===== src/rtl/mag_cmp_pkg.sv =====
package mag_cmp_pkg;

  // Three-input majority: the only two-input-capable primitive used.
  function automatic logic maj3(input logic x, input logic y, input logic z);
    return (x & y) | (x & z) | (y & z);
  endfunction

  function automatic logic m_and(input logic x, input logic y);
    return maj3(x, y, 1'b0);
  endfunction

  function automatic logic m_or(input logic x, input logic y);
    return maj3(x, y, 1'b1);
  endfunction

  function automatic logic m_inv(input logic x);
    return ~x;
  endfunction

  // Number of fields for a supported width.
  function automatic int seg_count(input int width);
    return (width == 4) ? 2 : (width == 8) ? 3 : 6;
  endfunction

  // Lowest bit of field s (field 0 is least significant, 2 bits wide).
  function automatic int seg_lo(input int s);
    return (s == 0) ? 0 : 2 + 3 * (s - 1);
  endfunction

  // Width of field s: 2 for the lowest, 3 above, trimmed at the top.
  function automatic int seg_w(input int width, input int s);
    int rem;
    rem = width - seg_lo(s);
    if (s == 0) return 2;
    return (rem < 3) ? rem : 3;
  endfunction

endpackage


===== src/rtl/mc_merge_cell.sv =====
module mc_merge_cell
  import mag_cmp_pkg::*;
(
  input  logic hi_gt,
  input  logic hi_lt,
  input  logic lo_gt,
  input  logic lo_lt,
  output logic gt,
  output logic lt
);
  // Upper verdict wins when decisive; otherwise the lower one passes.
  always_comb begin
    gt = m_or(hi_gt, m_and(m_inv(hi_lt), lo_gt));
    lt = m_or(hi_lt, m_and(m_inv(hi_gt), lo_lt));
  end
endmodule


===== src/rtl/mc_subword.sv =====
module mc_subword
  import mag_cmp_pkg::*;
#(
  parameter int W = 2
) (
  input  logic [W-1:0] a,
  input  logic [W-1:0] b,
  output logic         gt,
  output logic         lt
);
  for (genvar j = 0; j < W; j++) begin : g_bit
    logic bgt, blt, cgt, clt;
    always_comb begin
      bgt = m_and(a[j], m_inv(b[j]));
      blt = m_and(m_inv(a[j]), b[j]);
    end
    if (j == W - 1) begin : g_top
      assign cgt = bgt;
      assign clt = blt;
    end else begin : g_mid
      mc_merge_cell u_m (
        .hi_gt(g_bit[j+1].cgt), .hi_lt(g_bit[j+1].clt),
        .lo_gt(bgt), .lo_lt(blt), .gt(cgt), .lt(clt)
      );
    end
  end

  assign gt = g_bit[0].cgt;
  assign lt = g_bit[0].clt;
endmodule


===== src/rtl/mc_equal.sv =====
module mc_equal
  import mag_cmp_pkg::*;
(
  input  logic gt,
  input  logic lt,
  output logic eq
);
  always_comb eq = m_inv(m_or(gt, lt));
endmodule


===== src/rtl/mag_cmp_cascade.sv =====
module mag_cmp_cascade
  import mag_cmp_pkg::*;
#(
  parameter int WIDTH   = 16,
  parameter bit REG_OUT = 1'b1
) (
  input  logic             clk,
  input  logic             rst,
  input  logic [WIDTH-1:0] a_i,
  input  logic [WIDTH-1:0] b_i,
  output logic             gt_o,
  output logic             lt_o,
  output logic             eq_o
);
  localparam int NSEG = seg_count(WIDTH);

  if (!(WIDTH == 4 || WIDTH == 8 || WIDTH == 16)) begin : g_bad_width
    $error("mag_cmp_cascade: WIDTH must be 4, 8 or 16");
  end

  // Field comparators and the merge chain, top field first.
  for (genvar s = 0; s < NSEG; s++) begin : g_seg
    localparam int LO = seg_lo(s);
    localparam int SW = seg_w(WIDTH, s);
    logic sgt, slt, cgt, clt;

    mc_subword #(.W(SW)) u_sw (
      .a(a_i[LO +: SW]), .b(b_i[LO +: SW]), .gt(sgt), .lt(slt)
    );

    if (s == NSEG - 1) begin : g_head
      assign cgt = sgt;
      assign clt = slt;
    end else begin : g_link
      mc_merge_cell u_mc (
        .hi_gt(g_seg[s+1].cgt), .hi_lt(g_seg[s+1].clt),
        .lo_gt(sgt), .lo_lt(slt), .gt(cgt), .lt(clt)
      );
    end
  end

  logic c_gt, c_lt, c_eq;
  assign c_gt = g_seg[0].cgt;
  assign c_lt = g_seg[0].clt;

  mc_equal u_eq (.gt(c_gt), .lt(c_lt), .eq(c_eq));

  if (REG_OUT) begin : g_reg
    logic r_gt, r_lt, r_eq;
    always_ff @(posedge clk) begin
      if (rst) begin
        r_gt <= 1'b0;
        r_lt <= 1'b0;
        r_eq <= 1'b0;
      end else begin
        r_gt <= c_gt;
        r_lt <= c_lt;
        r_eq <= c_eq;
      end
    end
    assign gt_o = r_gt;
    assign lt_o = r_lt;
    assign eq_o = r_eq;
  end else begin : g_comb
    assign gt_o = c_gt;
    assign lt_o = c_lt;
    assign eq_o = c_eq;
  end
endmodule


===== config.mk =====
export PLATFORM = sky130hd
export DESIGN_NAME = mag_cmp_cascade
export DESIGN_NICKNAME = d
export VERILOG_FILES = /design/src/rtl/mag_cmp_pkg.sv /design/src/rtl/mc_merge_cell.sv /design/src/rtl/mc_subword.sv /design/src/rtl/mc_equal.sv /design/src/rtl/mag_cmp_cascade.sv
export SDC_FILE = /design/constraint.sdc
export NUM_CORES = 1
export LEC_CHECK = 0
export ABC_AREA = 1
export BUFFER_PORTS_ARGS = -buffer_cell sky130_fd_sc_hd__buf_2
export CORE_UTILIZATION = 40
export CTS_CLUSTER_DIAMETER = 200
export DETAILED_ROUTE_END_ITERATION = 7
export PLACE_DENSITY_LB_ADDON = 0.3
export SYNTH_ARGS = -nofsm -noshare
export SYNTH_HDL_FRONTEND = slang
export SYNTH_SLANG_ARGS = --single-unit

===== constraint.sdc =====
create_clock -name clk -period 1.4 [get_ports clk]
set_input_delay 0.07 -clock clk [delete_from_list [all_inputs] [get_ports clk]]
set_output_delay 0.07 -clock clk [all_outputs]
set_load 0.05 [all_outputs]

==> results.sh, run 1 <==
export IMPL_path_class="in -> reg"
export IMPL_grt_max_degree=5
export IMPL_setup_viol=0
export IMPL_synth_edff_count=0
export IMPL_gr_usage_all_layers=0.1693
export IMPL_cts_tree="done"
export IMPL_min_from="rst"
export IMPL_port_buffers=36
export IMPL_drive_above_1_share=0.3694
export IMPL_antenna_found_initial=0
export IMPL_fp_dieW_um=40.18
export IMPL_grt_pass1_vias=586
export IMPL_drt_wirelength_per_cell_um=7.151
export IMPL_cts_resized=0
export IMPL_clk_pin_slew_ps=40
export IMPL_comb_power_share=0.512
export IMPL_ys_top_cells_by_area="nand2_1 21%, nand3_1 15%, inv_1 14%"
export IMPL_numCtsBuffers=3
export IMPL_vias=778
export IMPL_crit_required_ps=1530
export IMPL_grt_pass1_wl_um=1938
export IMPL_syn_area_um2=583.1
export IMPL_hold_ws_ps=18.54
export IMPL_die_h_um=40.18
export IMPL_num_io_pins=37
export IMPL_synth_cell_types=19
export IMPL_start_kind="input port"
export IMPL_power_internal_w=0.0003075
export IMPL_path_max_fanout=4
export IMPL_synth_nets=151
export IMPL_holdCritPathClass="in -> reg"
export IMPL_sw_frac_of_total=0.4019
export IMPL_place_area_um2=782.0
export IMPL_fill_cells=133
export IMPL_min_period_over_period=0.7561
export IMPL_regArea_um2=60.06
export IMPL_clock_sinks=3
export IMPL_postCtsHoldBufs=0
export IMPL_synthToLayoutAreaGrowth_pct=38.63
export IMPL_drc=0
export IMPL_ys_ff_latch=3
export IMPL_fp_dieArea_um2=1614
export IMPL_clkPwrFrac=0.302
export IMPL_antennaDiodeCount=0
export IMPL_fin_nets=192
export IMPL_synthMostInstantiatedCell="nand2_1"
export IMPL_setup_tns_ps=0
export IMPL_run_status="finished clean"
export IMPL_coreArea_um2=1334
export IMPL_wl_um=1230
export IMPL_maxSlewHeadroom=0.8366
export IMPL_worstPathArrival_ps=1190
export IMPL_async_reset_ff_frac=0
export IMPL_synth_top_cell_area_share=0.2060
export IMPL_rsz0062_at_grt="false"
export IMPL_dp_hpwl_um=1083
export IMPL_ir_drop_v=0.0002417
export IMPL_multiInputGateArea_um2=405.4
export IMPL_slew_viol_final=0
export IMPL_cts_setup_buffers=0
export IMPL_ant_nets=0
export IMPL_synth_area_leader_cell="nand2_1"
export IMPL_cellLeakagePower_nw=0.5295
export IMPL_holdPathEnd="lt_o"
export IMPL_maxCapViolations=0
export IMPL_root_buffer="clkbuf_4"
export IMPL_yosysWarnings=0
export IMPL_tightest_slew_ps=246.7
export IMPL_p_sw_w=0.0002067
export IMPL_end_kind="register"
export IMPL_synth_avg_cell_area_um2=4.983
export IMPL_hold_viol_final=0
export IMPL_seqPwrFrac=0.186
export IMPL_final_cell_area_um2=808.3
export IMPL_synth_main_ff_cell="dfxtp_1"
export IMPL_timing_fmax_mhz=944.7
export IMPL_hold_path_depth=2
export IMPL_cts_htree_levels=1
export IMPL_syn_inst=117
export IMPL_place_gp_congestion=0.6135
export IMPL_gr_total_overflow=0
export IMPL_min_period_ps=1059
export IMPL_start_util=0.4371
export IMPL_num_rows=13
export IMPL_vias_per_cell=4.523
export IMPL_synth_top_cells_by_count="32 x nand2_1, 22 x inv_1, 17 x nand3_1"
export IMPL_drt_iter0_markers=8
export IMPL_p_per_area_nw_per_um2=636.2
export IMPL_synth_seq_area_share=0.1030
export IMPL_clockBufferDepth=2
export IMPL_drt_pass1_iterations=4
metal layers:
layer | wire length [µm] | global-route usage
met1 | 549 | 0.1948
met2 | 585 | 0.3226
met3 | 82 | 0.01667
met4 | 13 | 0.05000
met5 | 0 | 0
through the flow:
| stage | utilization | setup slack [ps] | std cells | total power [W] |
|---|---|---|---|---|
| 2_1_floorplan | - | 298.9 | 117 | 0.0002798 |
| 3_3_place_gp | 0.5863 | 134.3 | 168 | 0.0003531 |
| 3_5_place_dp | 0.5863 | 77.64 | 168 | 0.0003609 |
| 4_1_cts | 0.6060 | 322.0 | 172 | 0.0005149 |
| 5_1_grt | 0.6060 | 164.1 | 172 | 0.0005659 |
| 6_report | 0.6060 | 341.4 | 172 | 0.0005142 |
flip-flops by register name, summed over array words and instances (netlist names):
register	flops
eq_o	1
lt_o	1
gt_o	1
layout make-up:
cell class	count	share of cell area
Clock buffer	4	0.03251
Inverter	31	0.1455
Multi-Input combinational cell	83	0.5015
Sequential cell	3	0.07430
Tap cell	15	0.02322
Timing Repair Buffer	36	0.2229
power groups by stage:
stage               Combinational (W)  Sequential (W)  Clock, W
floorplan                    0.000152        0.000128         0
global placement             0.000256       0.0000970         0
detailed placement           0.000264       0.0000973         0
CTS                          0.000265       0.0000960  0.000154
global route                 0.000300       0.0000972  0.000168
finish                       0.000263       0.0000959  0.000155
critical path, stage by stage:
cell      delay (ps)
buf_2            100
inv_1             40
nand2_1           60
a21boi_2         220
a21boi_2         210
nand2_1           80
inv_2             50
nand3_1          100
nand2_2           80
clkinv_2          50
nand3_1           90
nor2_2            40
cell families (layout without fill, tap and decap cells):
logic type | after synthesis | after routing | synth area share
buffers and inverters | 31 | 71 | 0.2017
flip-flops | 3 | 3 | 0.1030
AND/OR/NAND/NOR | 69 | 69 | 0.5150
AO/OA/AOI/OAI | 14 | 14 | 0.1803
worst max-delay path by stage:
stage                  from  cells past startpoint  endpoint  slack, ps
finish              a_i[15]                     12      eq_o        340
CTS                 a_i[15]                     12      eq_o        320
global placement    b_i[15]                     13      eq_o        130
detailed placement  a_i[15]                     12      eq_o         80
floorplan           a_i[15]                     11      eq_o        300
global route        b_i[15]                     12      eq_o        160
layout by cell type (no fill, tap or decap):
cell type	n
a21boi_0	1
and2_1	1
clkbuf_4	3
dfxtp_1	3
clkbuf_1	1
a31oi_1	1
nand3_1	17
a21boi_2	3
inv_2	8
nor2_2	2
nor3_1	1
buf_2	36
a21oi_2	2
o21ai_1	1
a21oi_1	4
nand2_1	32
nand2_2	3
nand3b_1	1
inv_1	22
nor2_1	12
o21a_1	2
clkinv_2	1
(Power assumes the default switching activity.)
==> run 2: changes to the inputs <==
--- a/config.mk
+++ b/config.mk
@@ -5,7 +5,7 @@
 export SDC_FILE = /design/constraint.sdc
 export NUM_CORES = 1
 export LEC_CHECK = 0
-export ABC_AREA = 1
+export ABC_AREA = 0
 export BUFFER_PORTS_ARGS = -buffer_cell sky130_fd_sc_hd__buf_2
 export CORE_UTILIZATION = 40
 export CTS_CLUSTER_DIAMETER = 200
==> constraint.sdc (replaced) <==
create_clock -name clk -period 1.1 [get_ports clk]
set_input_delay 0.055 -clock clk [delete_from_list [all_inputs] [get_ports clk]]
set_output_delay 0.055 -clock clk [all_outputs]
set_load 0.05 [all_outputs]
==> run 2 against run 1 <==
Against the previous run: area after synthesis is 8.2% lower; critical path depth is 5 lower; combinational power is 29% higher; sequential power is 27% higher; die area is 7.8% lower; cell count is 23% lower; routed wire length is 0.65% higher; sequential share of layout area is 0.29 points lower; synthesized cell count is 38% lower; hold slack better by 49 ps; highest routed layer unchanged.
==> results.sh, run 2 <==
export IMPL_run_status="finished clean"
export IMPL_min_from="rst"
export IMPL_synth_cell_types=27
export IMPL_fin_nets=153
export IMPL_cts_setup_buffers=0
export IMPL_dp_hpwl_um=1073
export IMPL_gr_total_overflow=0
export IMPL_async_reset_ff_frac=0
export IMPL_crit_required_ps=1260
export IMPL_start_util=0.4573
export IMPL_fp_dieArea_um2=1489
export IMPL_synthMostInstantiatedCell="nand2b_1"
export IMPL_drt_iter0_markers=7
export IMPL_postCtsHoldBufs=0
export IMPL_clk_pin_slew_ps=40
export IMPL_clock_sinks=3
export IMPL_synth_area_leader_cell="nand2b_1"
export IMPL_cts_htree_levels=1
export IMPL_mostFrequentLayoutCells="35 x buf_2, 13 x nand2b_1, 11 x nor2b_1"
export IMPL_fp_dieW_um=38.59
export IMPL_finish_utilization=0.7179
export IMPL_root_buffer="clkbuf_4"
export IMPL_place_gp_congestion=0.7086
export IMPL_path_class="in -> reg"
export IMPL_slew_viol_final=0
export IMPL_vias_per_cell=5.144
export IMPL_hold_viol_final=0
export IMPL_ys_ff_latch=3
export IMPL_maxSlewHeadroom=0.7728
export IMPL_fill_cells=105
export IMPL_synth_compound_area_frac=0.3692
export IMPL_drive_above_1_share=0.5169
export IMPL_synth_top_family_by_area="simple AND/OR/NAND/NOR gates"
export IMPL_cts_tree="done"
export IMPL_vias=679
export IMPL_synth_nets=106
export IMPL_holdCritPathClass="in -> reg"
export IMPL_setup_viol=0
export IMPL_synthToLayoutAreaGrowth_pct=57.01
export IMPL_timing_fmax_mhz=933.1
export IMPL_synth_xor_area_frac=0
export IMPL_gr_usage_all_layers=0.1988
export IMPL_antennaDiodeCount=0
export IMPL_critical_path_max_stage_delay_ps=300
export IMPL_drt_wirelength_per_cell_um=9.379
export IMPL_hold_ws_ps=67.58
export IMPL_grt_pass1_vias=621
export IMPL_tightest_slew_ps=336.6
export IMPL_numCtsBuffers=3
export IMPL_drt_pass1_iterations=2
export IMPL_maxCapViolations=0
export IMPL_start_kind="input port"
export IMPL_drc=0
export IMPL_synth_simple_gate_area_share=0.3738
export IMPL_cellLeakagePower_nw=0.4011
export IMPL_ir_drop_v=0.0003628
export IMPL_synth_top_cells_by_count="14 x nand2b_1, 12 x nor2b_1, 6 x inv_1"
export IMPL_num_io_pins=37
export IMPL_synth_avg_cell_area_um2=7.438
export IMPL_end_kind="register"
export IMPL_synth_mux_area_fraction=0
export IMPL_synth_edff_count=0
export IMPL_path_max_fanout=3
export IMPL_clockBufferDepth=2
export IMPL_grt_max_degree=6
export IMPL_crit_slowest_cell="maj3_2"
export IMPL_antenna_found_initial=0
export IMPL_synth_seq_area_share=0.1121
export IMPL_p_per_area_nw_per_um2=789.8
export IMPL_syn_area_um2=535.5
export IMPL_min_period_ps=1072
export IMPL_coreArea_um2=1171
export IMPL_die_h_um=38.59
export IMPL_syn_inst=72
export IMPL_rsz0062_at_grt="true"
export IMPL_hold_path_depth=2
export IMPL_num_rows=12
export IMPL_wl_um=1238
export IMPL_ys_top_cells_by_area="nand2b_1 16%, nor2b_1 14%, dfxtp_1 11%"
export IMPL_mostFrequentLayoutCell="buf_2"
export IMPL_synthAdderAreaFrac=0.1028
export IMPL_worstPathArrival_ps=1230
export IMPL_min_period_over_period=0.9743
export IMPL_synth_main_ff_cell="dfxtp_1"
export IMPL_holdPathEnd="gt_o"
export IMPL_port_buffers=36
export IMPL_crit_chain="buf_6, nand2b_4, maj3_2, a21oi_2, o21a_1, nand2_1, nor4_2"
export IMPL_finalPower_w=0.0006641
export IMPL_ant_nets=0
export IMPL_synth_top_cell_area_share=0.1636
export IMPL_grt_pass1_wl_um=2090
export IMPL_yosysWarnings=0
## run 2: how the worst max path moves through the flow
stage,start,cells after the start,end,slack (ps)
final,a_i[5],7,eq_o,30
after global routing,a_i[5],7,eq_o,-50
after CTS,a_i[5],7,eq_o,40
after detailed placement,a_i[5],7,eq_o,-220
after global placement,a_i[5],7,eq_o,-200
after floorplan,a_i[5],6,eq_o,-30
## run 2: timing repair
action | in CTS | in global routing
gates resized for setup | 0 | 4
endpoints found under the hold margin | 0 | 0
endpoints found under the setup margin | 0 | 3
## run 2: cells by family after synthesis
| kind of cell | count (synthesis) |
|---|---|
| buffers and inverters | 6 |
| AND/OR/NAND/NOR | 33 |
| adder cells (fa/ha/maj) | 5 |
| flip-flops | 3 |
| AO/OA/AOI/OAI | 25 |
## run 2: final cells by class
cell class / instances / area [µm²] / area share
flip-flops and latches: 3 / 60.06 / 0.07143
well taps: 14 / 17.52 / 0.02083
clock buffers: 4 / 26.28 / 0.03125
repair buffers: 42 / 231.5 / 0.2753
inverters: 6 / 22.52 / 0.02679
multi-input cells: 63 / 483.0 / 0.5744
## run 2: layer usage
| metal | vias up | GRT usage | part of all wire |
|---|---|---|---|
| li1 | 357 | - | - |
| met3 | 2 | 0.02312 | 0.055 |
| met2 | 22 | 0.3875 | 0.54 |
| met4 | 0 | 0.1293 | 0.015 |
| met1 | 298 | 0.1890 | 0.39 |
| met5 | - | 0 | 0 |
## run 2: critical path, delay by kind of cell
kind,cells,cell delay [ps]
AND/OR/NAND/NOR,3,430
buffers and inverters,1,90
AO/OA/AOI/OAI,2,350
adder cells (fa/ha/maj),1,300
## run 2: report_power, final
part	total, W	switching [W]	leakage [nW]	internal [W]
Clock	0.000203	0.0000663	0.0150	0.000137
Combinational	0.000339	0.000173	0.361	0.000166
Sequential	0.000122	0.00000187	0.0249	0.000120
Total	0.000664	0.000242	0.401	0.000423
## run 2: stage by stage
stage          area, µm²  TNS [ps]  worst slack [ps]  std cells
4_1_cts            823.3         0             40.40        132
2_1_floorplan      554.3    -30.08            -30.08         72
3_5_place_dp       797.0    -609.4            -215.1        128
3_3_place_gp       797.0    -524.8            -196.8        128
5_1_grt            840.8    -143.8            -52.48        132
6_report           840.8         0             28.28        132
